==> config.mk <==
export PLATFORM = sky130hd
export DESIGN_NAME = irq_latch_ctrl
export DESIGN_NICKNAME = d
export VERILOG_FILES = /design/src/rtl/irq_ctrl_pkg.sv /design/src/rtl/irq_pin_qual.sv /design/src/rtl/irq_req_latch.sv /design/src/rtl/irq_ctl_reg.sv /design/src/rtl/irq_svc_arb.sv /design/src/rtl/irq_latch_ctrl.sv
export SDC_FILE = /design/constraint.sdc
export NUM_CORES = 1
export LEC_CHECK = 0
export ABC_AREA = 1
export BUFFER_PORTS_ARGS = -buffer_cell sky130_fd_sc_hd__buf_2
export CAP_MARGIN = 40
export CORE_MARGIN = 2
export CORE_UTILIZATION = 39
export CTS_CLUSTER_DIAMETER = 80
export CTS_CLUSTER_SIZE = 8
export DETAILED_ROUTE_END_ITERATION = 10
export PLACE_DENSITY = 0.84
export SETUP_SLACK_MARGIN = 0.3
export SLEW_MARGIN = 20
export SYNTH_ARGS = -nofsm -noshare
export SYNTH_HDL_FRONTEND = slang
export SYNTH_HIERARCHICAL = 1
export SYNTH_SLANG_ARGS = --single-unit
==> constraint.sdc <==
create_clock -name clk -period 2.7 [get_ports clk]
set_input_delay 0.27 -clock clk [delete_from_list [all_inputs] [get_ports clk]]
set_output_delay 0.27 -clock clk [all_outputs]
set_load 0.02 [all_outputs]
==> src/rtl/irq_ctrl_pkg.sv <==
package irq_ctrl_pkg;
  localparam int REG_W     = 8;
  localparam int BIT_MASK  = 1;
  localparam int BIT_ACK   = 2;
  localparam int BIT_REQ   = 3;

  // Address of the low vector byte follows the high byte.
  function automatic logic [15:0] vec_low(input logic [15:0] hi);
    return hi + 16'd1;
  endfunction

  // Register read image from latch and mask state.
  function automatic logic [REG_W-1:0] reg_image(input logic req, input logic msk);
    logic [REG_W-1:0] v;
    v = '0;
    v[BIT_REQ]  = req;
    v[BIT_MASK] = msk;
    return v;
  endfunction
endpackage

==> src/rtl/irq_pin_qual.sv <==
module irq_pin_qual #(
  parameter int   QUAL_CYC   = 4,
  parameter logic ACTIVE_LVL = 1'b0
) (
  input  logic clk,
  input  logic rst_n,
  input  logic pin,
  output logic qual_ev
);
  localparam int CNT_W = $clog2(QUAL_CYC + 1);
  localparam logic [CNT_W-1:0] CNT_TOP = CNT_W'(QUAL_CYC);
  localparam logic [CNT_W-1:0] CNT_HIT = CNT_W'(QUAL_CYC - 1);

  logic             sync_a, sync_b;
  logic             active;
  logic [CNT_W-1:0] run_cnt;

  always_ff @(posedge clk or negedge rst_n) begin
    if (!rst_n) begin
      sync_a <= ~ACTIVE_LVL;
      sync_b <= ~ACTIVE_LVL;
    end else begin
      sync_a <= pin;
      sync_b <= sync_a;
    end
  end

  assign active = (sync_b == ACTIVE_LVL);

  always_ff @(posedge clk or negedge rst_n) begin
    if (!rst_n)                run_cnt <= '0;
    else if (!active)          run_cnt <= '0;
    else if (run_cnt != CNT_TOP) run_cnt <= run_cnt + 1'b1;
  end

  assign qual_ev = active && (run_cnt == CNT_HIT);

  // one qualification per excursion
  p_single_qual_r1: assert property (@(posedge clk) disable iff (!rst_n)
    qual_ev |=> !qual_ev);
  // qualification only while the synchronised pin is active
  p_qual_active_r1: assert property (@(posedge clk) disable iff (!rst_n)
    qual_ev |-> (sync_b == ACTIVE_LVL));
endmodule

==> src/rtl/irq_req_latch.sv <==
module irq_req_latch (
  input  logic clk,
  input  logic rst_n,
  input  logic set_ev,
  input  logic ack_ev,
  input  logic take_ev,
  output logic req_q
);
  logic clr_ev;
  assign clr_ev = ack_ev | take_ev;

  always_ff @(posedge clk or negedge rst_n) begin
    if (!rst_n)      req_q <= 1'b0;
    else if (set_ev) req_q <= 1'b1;
    else if (clr_ev) req_q <= 1'b0;
  end

  // a qualified request always lands in the latch
  p_set_lands_r2: assert property (@(posedge clk) disable iff (!rst_n)
    set_ev |=> req_q);
  // acknowledge without a new request empties the latch
  p_ack_clears_r6: assert property (@(posedge clk) disable iff (!rst_n)
    (ack_ev && !set_ev) |=> !req_q);
  // taking the interrupt empties the latch
  p_take_clears_r5: assert property (@(posedge clk) disable iff (!rst_n)
    (take_ev && !set_ev) |=> !req_q);
  // a coinciding new request survives the clear
  p_new_wins_r7: assert property (@(posedge clk) disable iff (!rst_n)
    (set_ev && clr_ev) |=> req_q);
endmodule

==> src/rtl/irq_ctl_reg.sv <==
module irq_ctl_reg
  import irq_ctrl_pkg::*;
(
  input  logic             clk,
  input  logic             rst_n,
  input  logic             sel,
  input  logic             wr,
  input  logic [REG_W-1:0] wdata,
  input  logic             req_q,
  output logic [REG_W-1:0] rdata,
  output logic             loc_mask,
  output logic             ack_ev
);
  logic wr_ev;
  assign wr_ev  = sel && wr;
  assign ack_ev = wr_ev && wdata[BIT_ACK];

  always_ff @(posedge clk or negedge rst_n) begin
    if (!rst_n)     loc_mask <= 1'b1;
    else if (wr_ev) loc_mask <= wdata[BIT_MASK];
  end

  assign rdata = (sel && !wr) ? reg_image(req_q, loc_mask) : '0;

  // the acknowledge bit never reads back
  p_ack_reads_zero_r4: assert property (@(posedge clk) disable iff (!rst_n)
    !rdata[BIT_ACK]);
  // the mask follows the written value
  p_mask_write_r6: assert property (@(posedge clk) disable iff (!rst_n)
    wr_ev |=> (loc_mask == $past(wdata[BIT_MASK])));
endmodule

==> src/rtl/irq_svc_arb.sv <==
module irq_svc_arb #(
  parameter logic [15:0] HW_VEC = 16'h0FFA,
  parameter logic [15:0] SW_VEC = 16'h0FFC
) (
  input  logic        clk,
  input  logic        rst_n,
  input  logic        hw_en,
  input  logic        boundary,
  input  logic        swi_next,
  output logic        svc_hw,
  output logic        svc_sw,
  output logic [15:0] vec_hi,
  output logic [15:0] vec_lo
);
  import irq_ctrl_pkg::*;

  assign svc_hw = boundary && hw_en;
  assign svc_sw = boundary && swi_next && !hw_en;

  always_comb begin
    vec_hi = '0;
    vec_lo = '0;
    if (svc_hw) begin
      vec_hi = HW_VEC;
      vec_lo = vec_low(HW_VEC);
    end else if (svc_sw) begin
      vec_hi = SW_VEC;
      vec_lo = vec_low(SW_VEC);
    end
  end

  // at most one service per boundary, and only at a boundary
  p_one_svc_r8: assert property (@(posedge clk) disable iff (!rst_n)
    $onehot0({svc_hw, svc_sw}) && ((svc_hw || svc_sw) -> boundary));
  // the software vector pair is fixed
  p_sw_vec_r9: assert property (@(posedge clk) disable iff (!rst_n)
    svc_sw |-> (vec_hi == SW_VEC && vec_lo == SW_VEC + 16'd1));
endmodule

==> src/rtl/irq_latch_ctrl.sv <==
module irq_latch_ctrl
  import irq_ctrl_pkg::*;
#(
  parameter int          QUAL_CYC   = 4,
  parameter logic        ACTIVE_LVL = 1'b0,
  parameter logic [15:0] HW_VEC     = 16'h0FFA,
  parameter logic [15:0] SW_VEC     = 16'h0FFC
) (
  input  logic        clk,
  input  logic        rst_n,
  input  logic        irq_pin,
  input  logic        glb_mask,
  input  logic        insn_end,
  input  logic        hw_taken,
  input  logic        swi_next,
  input  logic        reg_sel,
  input  logic        reg_wr,
  input  logic [7:0]  reg_wdata,
  output logic [7:0]  reg_rdata,
  output logic        irq_pending,
  output logic        svc_hw,
  output logic        svc_sw,
  output logic [15:0] vec_hi_addr,
  output logic [15:0] vec_lo_addr
);
  logic qual_ev;
  logic ack_ev;
  logic req_q;
  logic loc_mask;

  irq_pin_qual #(.QUAL_CYC(QUAL_CYC), .ACTIVE_LVL(ACTIVE_LVL)) u_qual (
    .clk(clk), .rst_n(rst_n), .pin(irq_pin), .qual_ev(qual_ev));

  irq_req_latch u_latch (
    .clk(clk), .rst_n(rst_n), .set_ev(qual_ev), .ack_ev(ack_ev),
    .take_ev(hw_taken), .req_q(req_q));

  irq_ctl_reg u_reg (
    .clk(clk), .rst_n(rst_n), .sel(reg_sel), .wr(reg_wr), .wdata(reg_wdata),
    .req_q(req_q), .rdata(reg_rdata), .loc_mask(loc_mask), .ack_ev(ack_ev));

  assign irq_pending = req_q && !glb_mask && !loc_mask;

  irq_svc_arb #(.HW_VEC(HW_VEC), .SW_VEC(SW_VEC)) u_arb (
    .clk(clk), .rst_n(rst_n), .hw_en(irq_pending), .boundary(insn_end),
    .swi_next(swi_next), .svc_hw(svc_hw), .svc_sw(svc_sw),
    .vec_hi(vec_hi_addr), .vec_lo(vec_lo_addr));

  // an enabled hardware request pre-empts a software interrupt
  p_hw_first_r8: assert property (@(posedge clk) disable iff (!rst_n)
    (insn_end && irq_pending) |-> (svc_hw && !svc_sw));
  // pending never shows while either mask is up
  p_masked_quiet_r3: assert property (@(posedge clk) disable iff (!rst_n)
    (glb_mask || reg_rdata[BIT_MASK]) |-> !irq_pending);
endmodule

; Word-level counts from Yosys, hierarchy flattened
; Index checks and enable logic that the tools add are counted.
[word_totals]
register_bits = 7
in_bits = 17
out_inout_bits = 43
word_cells = 34
[classes]
n_addsub = 1
eq_ne = 2
muxes = 9
n_bitwise = 2
n_reduce_logical = 15
[op_table]
columns = cell, n
row1 = 16-bit two-way mux, 2
row2 = 12-bit two-way mux, 2
row3 = 1-bit logical AND, 9
row4 = 3-bit two-way mux, 2
row5 = 1-bit zero test, 4
row6 = 4-bit two-way mux, 1
row7 = 2-bit nonzero test, 2
row8 = "3-bit by 1-bit adder with 3-bit output, second input constant", 1
row9 = "3-bit by 2-bit equality test with 1-bit output, second input constant", 1
row10 = "3-bit != test, second input constant", 1
row11 = 1-bit two-way mux, 2
row12 = 1-bit NOT, 1
row13 = 1-bit bitwise OR, 1

; Depth between registers and ports, before layout
[logic_depth]
word_depth = 7
mapped_depth = 6
depth_no_buf = 6

; Hierarchy
; The synthesis kept the hierarchy.
[modules_own_cells]
columns = module, n_inst, cells_per_inst, area_each_um2, seq_area_each_um2
row1 = irq_svc_arb, 1, 37, 251.5, 0.0
row2 = irq_pin_qual, 1, 22, 232.7, 127.6
row3 = irq_ctl_reg, 1, 20, 121.4, 26.3
row4 = irq_req_latch, 1, 5, 40.0, 25.0
row5 = irq_latch_ctrl, 1, 3, 13.8, 0.0

; Worst setup path before layout
; No wires, ideal clock.
[synth_path]
path_type = register to output
start = reg u_latch.req_q
end = out vec_hi_addr[10]
arrival_ns = 1.457
required_time_ns = 2.430
path_slack_ns = 0.973
stages_incl_launch_ff = 6
path_buffers = 1
cell_sequence = dfrtp_1 -> nand2_1 -> nor2_2 -> nand2_1 -> nand2_1 -> buf_4
[synth_via]
elab_chain_len = 6
word_cells_on_any_way = 7
classes_between = 2 x mux / 5 x reduce/logical
[synth_lines]
columns = element, line
row1 = "start, declared", irq_req_latch.sv:7  ; output logic req_q
row2 = "start signal, assigned", irq_req_latch.sv:13  ; if (!rst_n) req_q <= 1'b0;
row3 = "start signal, assigned", irq_req_latch.sv:14  ; else if (set_ev) req_q <= 1'b1;
row4 = "start signal, assigned", irq_req_latch.sv:15  ; else if (clr_ev) req_q <= 1'b0;
row5 = 1-bit logical AND * (2 in a row), irq_latch_ctrl.sv:42  ; assign irq_pending = req_q && !glb_mask && !loc_mask;
row6 = via irq_pending, irq_latch_ctrl.sv:20  ; output logic irq_pending,
row7 = 1-bit zero test, irq_svc_arb.sv:18  ; assign svc_sw = boundary && swi_next && !hw_en;
row8 = 1-bit logical AND, irq_svc_arb.sv:18
row9 = 12-bit two-way mux, irq_svc_arb.sv:26  ; end else if (svc_sw) begin
row10 = 16-bit two-way mux *, irq_svc_arb.sv:23  ; if (svc_hw) begin
row11 = "end, declared", irq_latch_ctrl.sv:23  ; output logic [15:0] vec_hi_addr,
; The timed path passes the listed nets; every way through them passes the cells marked *.

; Worst setup path in the final report
[layout_path]
start = reg u_latch.req_q
end = out vec_lo_addr[8]
[layout_via]
elab_chain_len = 6
word_cells_on_any_way = 7
classes_between = 2 x mux / 5 x reduce/logical
[layout_lines]
columns = element, line
row1 = 1-bit logical AND * (2 in a row), irq_latch_ctrl.sv:42
row2 = 1-bit zero test, irq_svc_arb.sv:18
row3 = 1-bit logical AND, irq_svc_arb.sv:18
row4 = 12-bit two-way mux, irq_svc_arb.sv:26
row5 = 16-bit two-way mux *, irq_svc_arb.sv:23
row6 = "end, declared", irq_latch_ctrl.sv:24  ; output logic [15:0] vec_lo_addr
; Mark *: on every way between the ends. The rest lies on a longest branch, timed or not.

==> results.ini <==
[layout]
nets = 128
syn_to_final_growth_pct = 3.80
insertedDiodeCount = 0
drive_gt1_frac = 0.439
stdcell_count = 123
utilization = 0.444

[setup_path]
r2r_slack_ps = 1630
crit_chain = nand2_1 > nor2_2 > nand2_1 > nand2_1 > buf_2
worstPathArrival_ps = 1460
path_delay_family = simple AND/OR/NAND/NOR gates
crit_top_cell = nand2_1
crit_buf_inv = 1
crit_fanout = 19
crit_type = flop to output pin
worst_ep_required_time_ps = 2430
start_kind = flop
critPathMaxStageDelay_ps = 360
critPathCaptureType = output pin
worst_path_max_delay_cell = dfrtp_1

[die]
core_sq_um = 1540
floorplan.rows = 14
die_h_microns = 45.1
die-area_sq_um = 2040
die-width_microns = 45.1
io_pins = 60
start_util = 0.428

[synthesis]
ys.flop_type = dfrtp_1
synth_cell_types = 13
avgSynthCellArea_sq_um = 7.58
yosys_warnings = 6
synth-async-reset-ratio = 1.00
synth_common_cells = buf_4, inv_1, nand2_1
synthTopCellsByArea = buf_4, dfrtp_1, dfstp_2
synth_top_area_frac = 0.410
synthCells = 87
synth-edff-count = 0
yosys_register_bits = 7
seq_area_frac_synth = 0.271
yosysMostFrequentCell = buf_4
synth_area_leader_cell = buf_4
synth.cell_area_sq_um = 659

[detailed_routing]
firstDrtPassIters = 2
drt-initial-drc-count = 4
num_vias = 505
routed_wl_microns = 944
post_drt_via_cell_ratio = 4.11
drc = 0
wl_per_cell_microns = 7.67
detail-route-antenna-nets = 0

[timing]
rsz0062_at_grt = false
final_max_slew_viol_count = 0
fmax_mhz = 579
setup_violations = 0
final_hold_viol_count = 0
finalClockSkew_ps = 6.79
fin_crit_sh = 0.640
timing.final.crit_period_ps = 1730
tns_ps = 0
setup_ws_ps = 972

[global_routing]
antenna_found_initial = 0
groute.usage.overall = 0.0950
grt.overflow.total = 0
grt_pass1_wl_mm = 1.34
grt_pass1_vias = 379
grt_max_degree = 20

[clocking]
cts_setup_buffers = 0
clkTransAtPathRegs_ps = 50
cts.sinks = 7
clk_latency_ps = 250
clockRootBuffer = clkbuf_4
cts_tree = yes
cts_hold_buf = 1
clk_path_buf_depth = 2
cts_resized = 0
htreeDepth = 1
cts_buffers = 3

[pwr]
power_frac_comb = 0.413
ir_drop_v = 0.000480
p_seq_frac = 0.373
p_int_uw = 249
finalPower_uw = 422
leakage_nw = 0.463
power_density_nw_per_um2 = 617
p_switching_uw = 173
p_sw_frac = 0.409
clock_power_share = 0.214

[outcome]
outcome = finished, final reports clean

[place]
post-place-ws_ps = 1140
dp_hpwl_microns = 844
dpl.cell_count = 118
portBuffers = 38
gp_congestion = 0.605

[flow_run]
drv_cap = 0

[worst_hold_path]
min_path_type = input pin to flop

-- stage by stage --
step	instance area, sq um	hold WS [ps]
after CTS	684	118
after global routing	684	108
after detailed placement	648	106
final	684	128
after floorplan	708	-25.6
after global placement	648	105
-- cell usage in the layout (no fill, tap or decap) --
cell type      netlist  routed
a21oi_2              1       1
nand4_1              2       2
buf_2                0      38
nand2_2              1       1
dfrtp_1              4       4
ha_1                 3       3
nor2_2               1       1
nand2_1             12      12
nand3_1              3       3
inv_1               12      12
dlygate4sd3_1        0       1
clkbuf_1             0       1
conb_1               2      15
clkbuf_4             0       3
nor2_1               7       7
dfstp_2              3       3
-- power by group through the flow --
stage	logic (mW)	registers, mW	clock network (mW)
floorplan	0.176	0.153	0
global placement	0.169	0.157	0
detailed placement	0.176	0.160	0
CTS	0.178	0.158	0.0949
global route	0.200	0.162	0.101
finish	0.175	0.157	0.0904
-- state kept, by name, summed over array words and instances, names as in the netlist --
name / flops
u_reg/loc_mask: 1
u_qual/run_cnt: 3
u_qual/sync_a: 1
u_qual/sync_b: 1
u_latch/req_q: 1
-- worst paths after layout --
check                                              start                             to  depth (start not counted)
hold / removal                                   irq_pin        u_qual/sync_a$_DFF_PN1_                          1
max in group asynchronous                          rst_n        u_qual/sync_b$_DFF_PN1_                          2
hold reg to reg                  u_qual/sync_a$_DFF_PN1_        u_qual/sync_b$_DFF_PN1_                          0
min in group asynchronous                          rst_n      u_latch/req_q$_DFFE_PN0P_                          2
setup / recovery               u_latch/req_q$_DFFE_PN0P_                 vec_lo_addr[8]                          5
setup reg to reg           u_qual/run_cnt[0]$_DFFE_PN0P_  u_qual/run_cnt[2]$_DFFE_PN0P_                          3
-- routing by layer --
layer,part of all wire,up-vias,global-route usage
li1,-,250,-
met1,0.29,216,0.0691
met2,0.52,37,0.189
met3,0.17,2,0.0480
met4,0.013,0,0.0529
met5,0,-,0
-- cells by family (layout without fill, tap and decap cells) --
family          after synthesis  in the layout  share of synthesized area
simple gates                 26             26                      0.169
fa+ha+maj                     3              3                     0.0569
buf+inv                      48             55                      0.478
other cells                   2             15                     0.0114
flops                         7              7                      0.271
compound gates                1              1                     0.0133
-- area by class of cell --
| cell class | instances | area (sq um) |
|---|---|---|
| clock buffer | 4 | 26.3 |
| fill | 158 | 857 |
| inverter | 12 | 45.0 |
| multi-input combinational | 45 | 214 |
| sequential | 7 | 179 |
| tap | 16 | 20.0 |
| timing repair buffer | 39 | 200 |
Power figures use the tool's default switching activity.
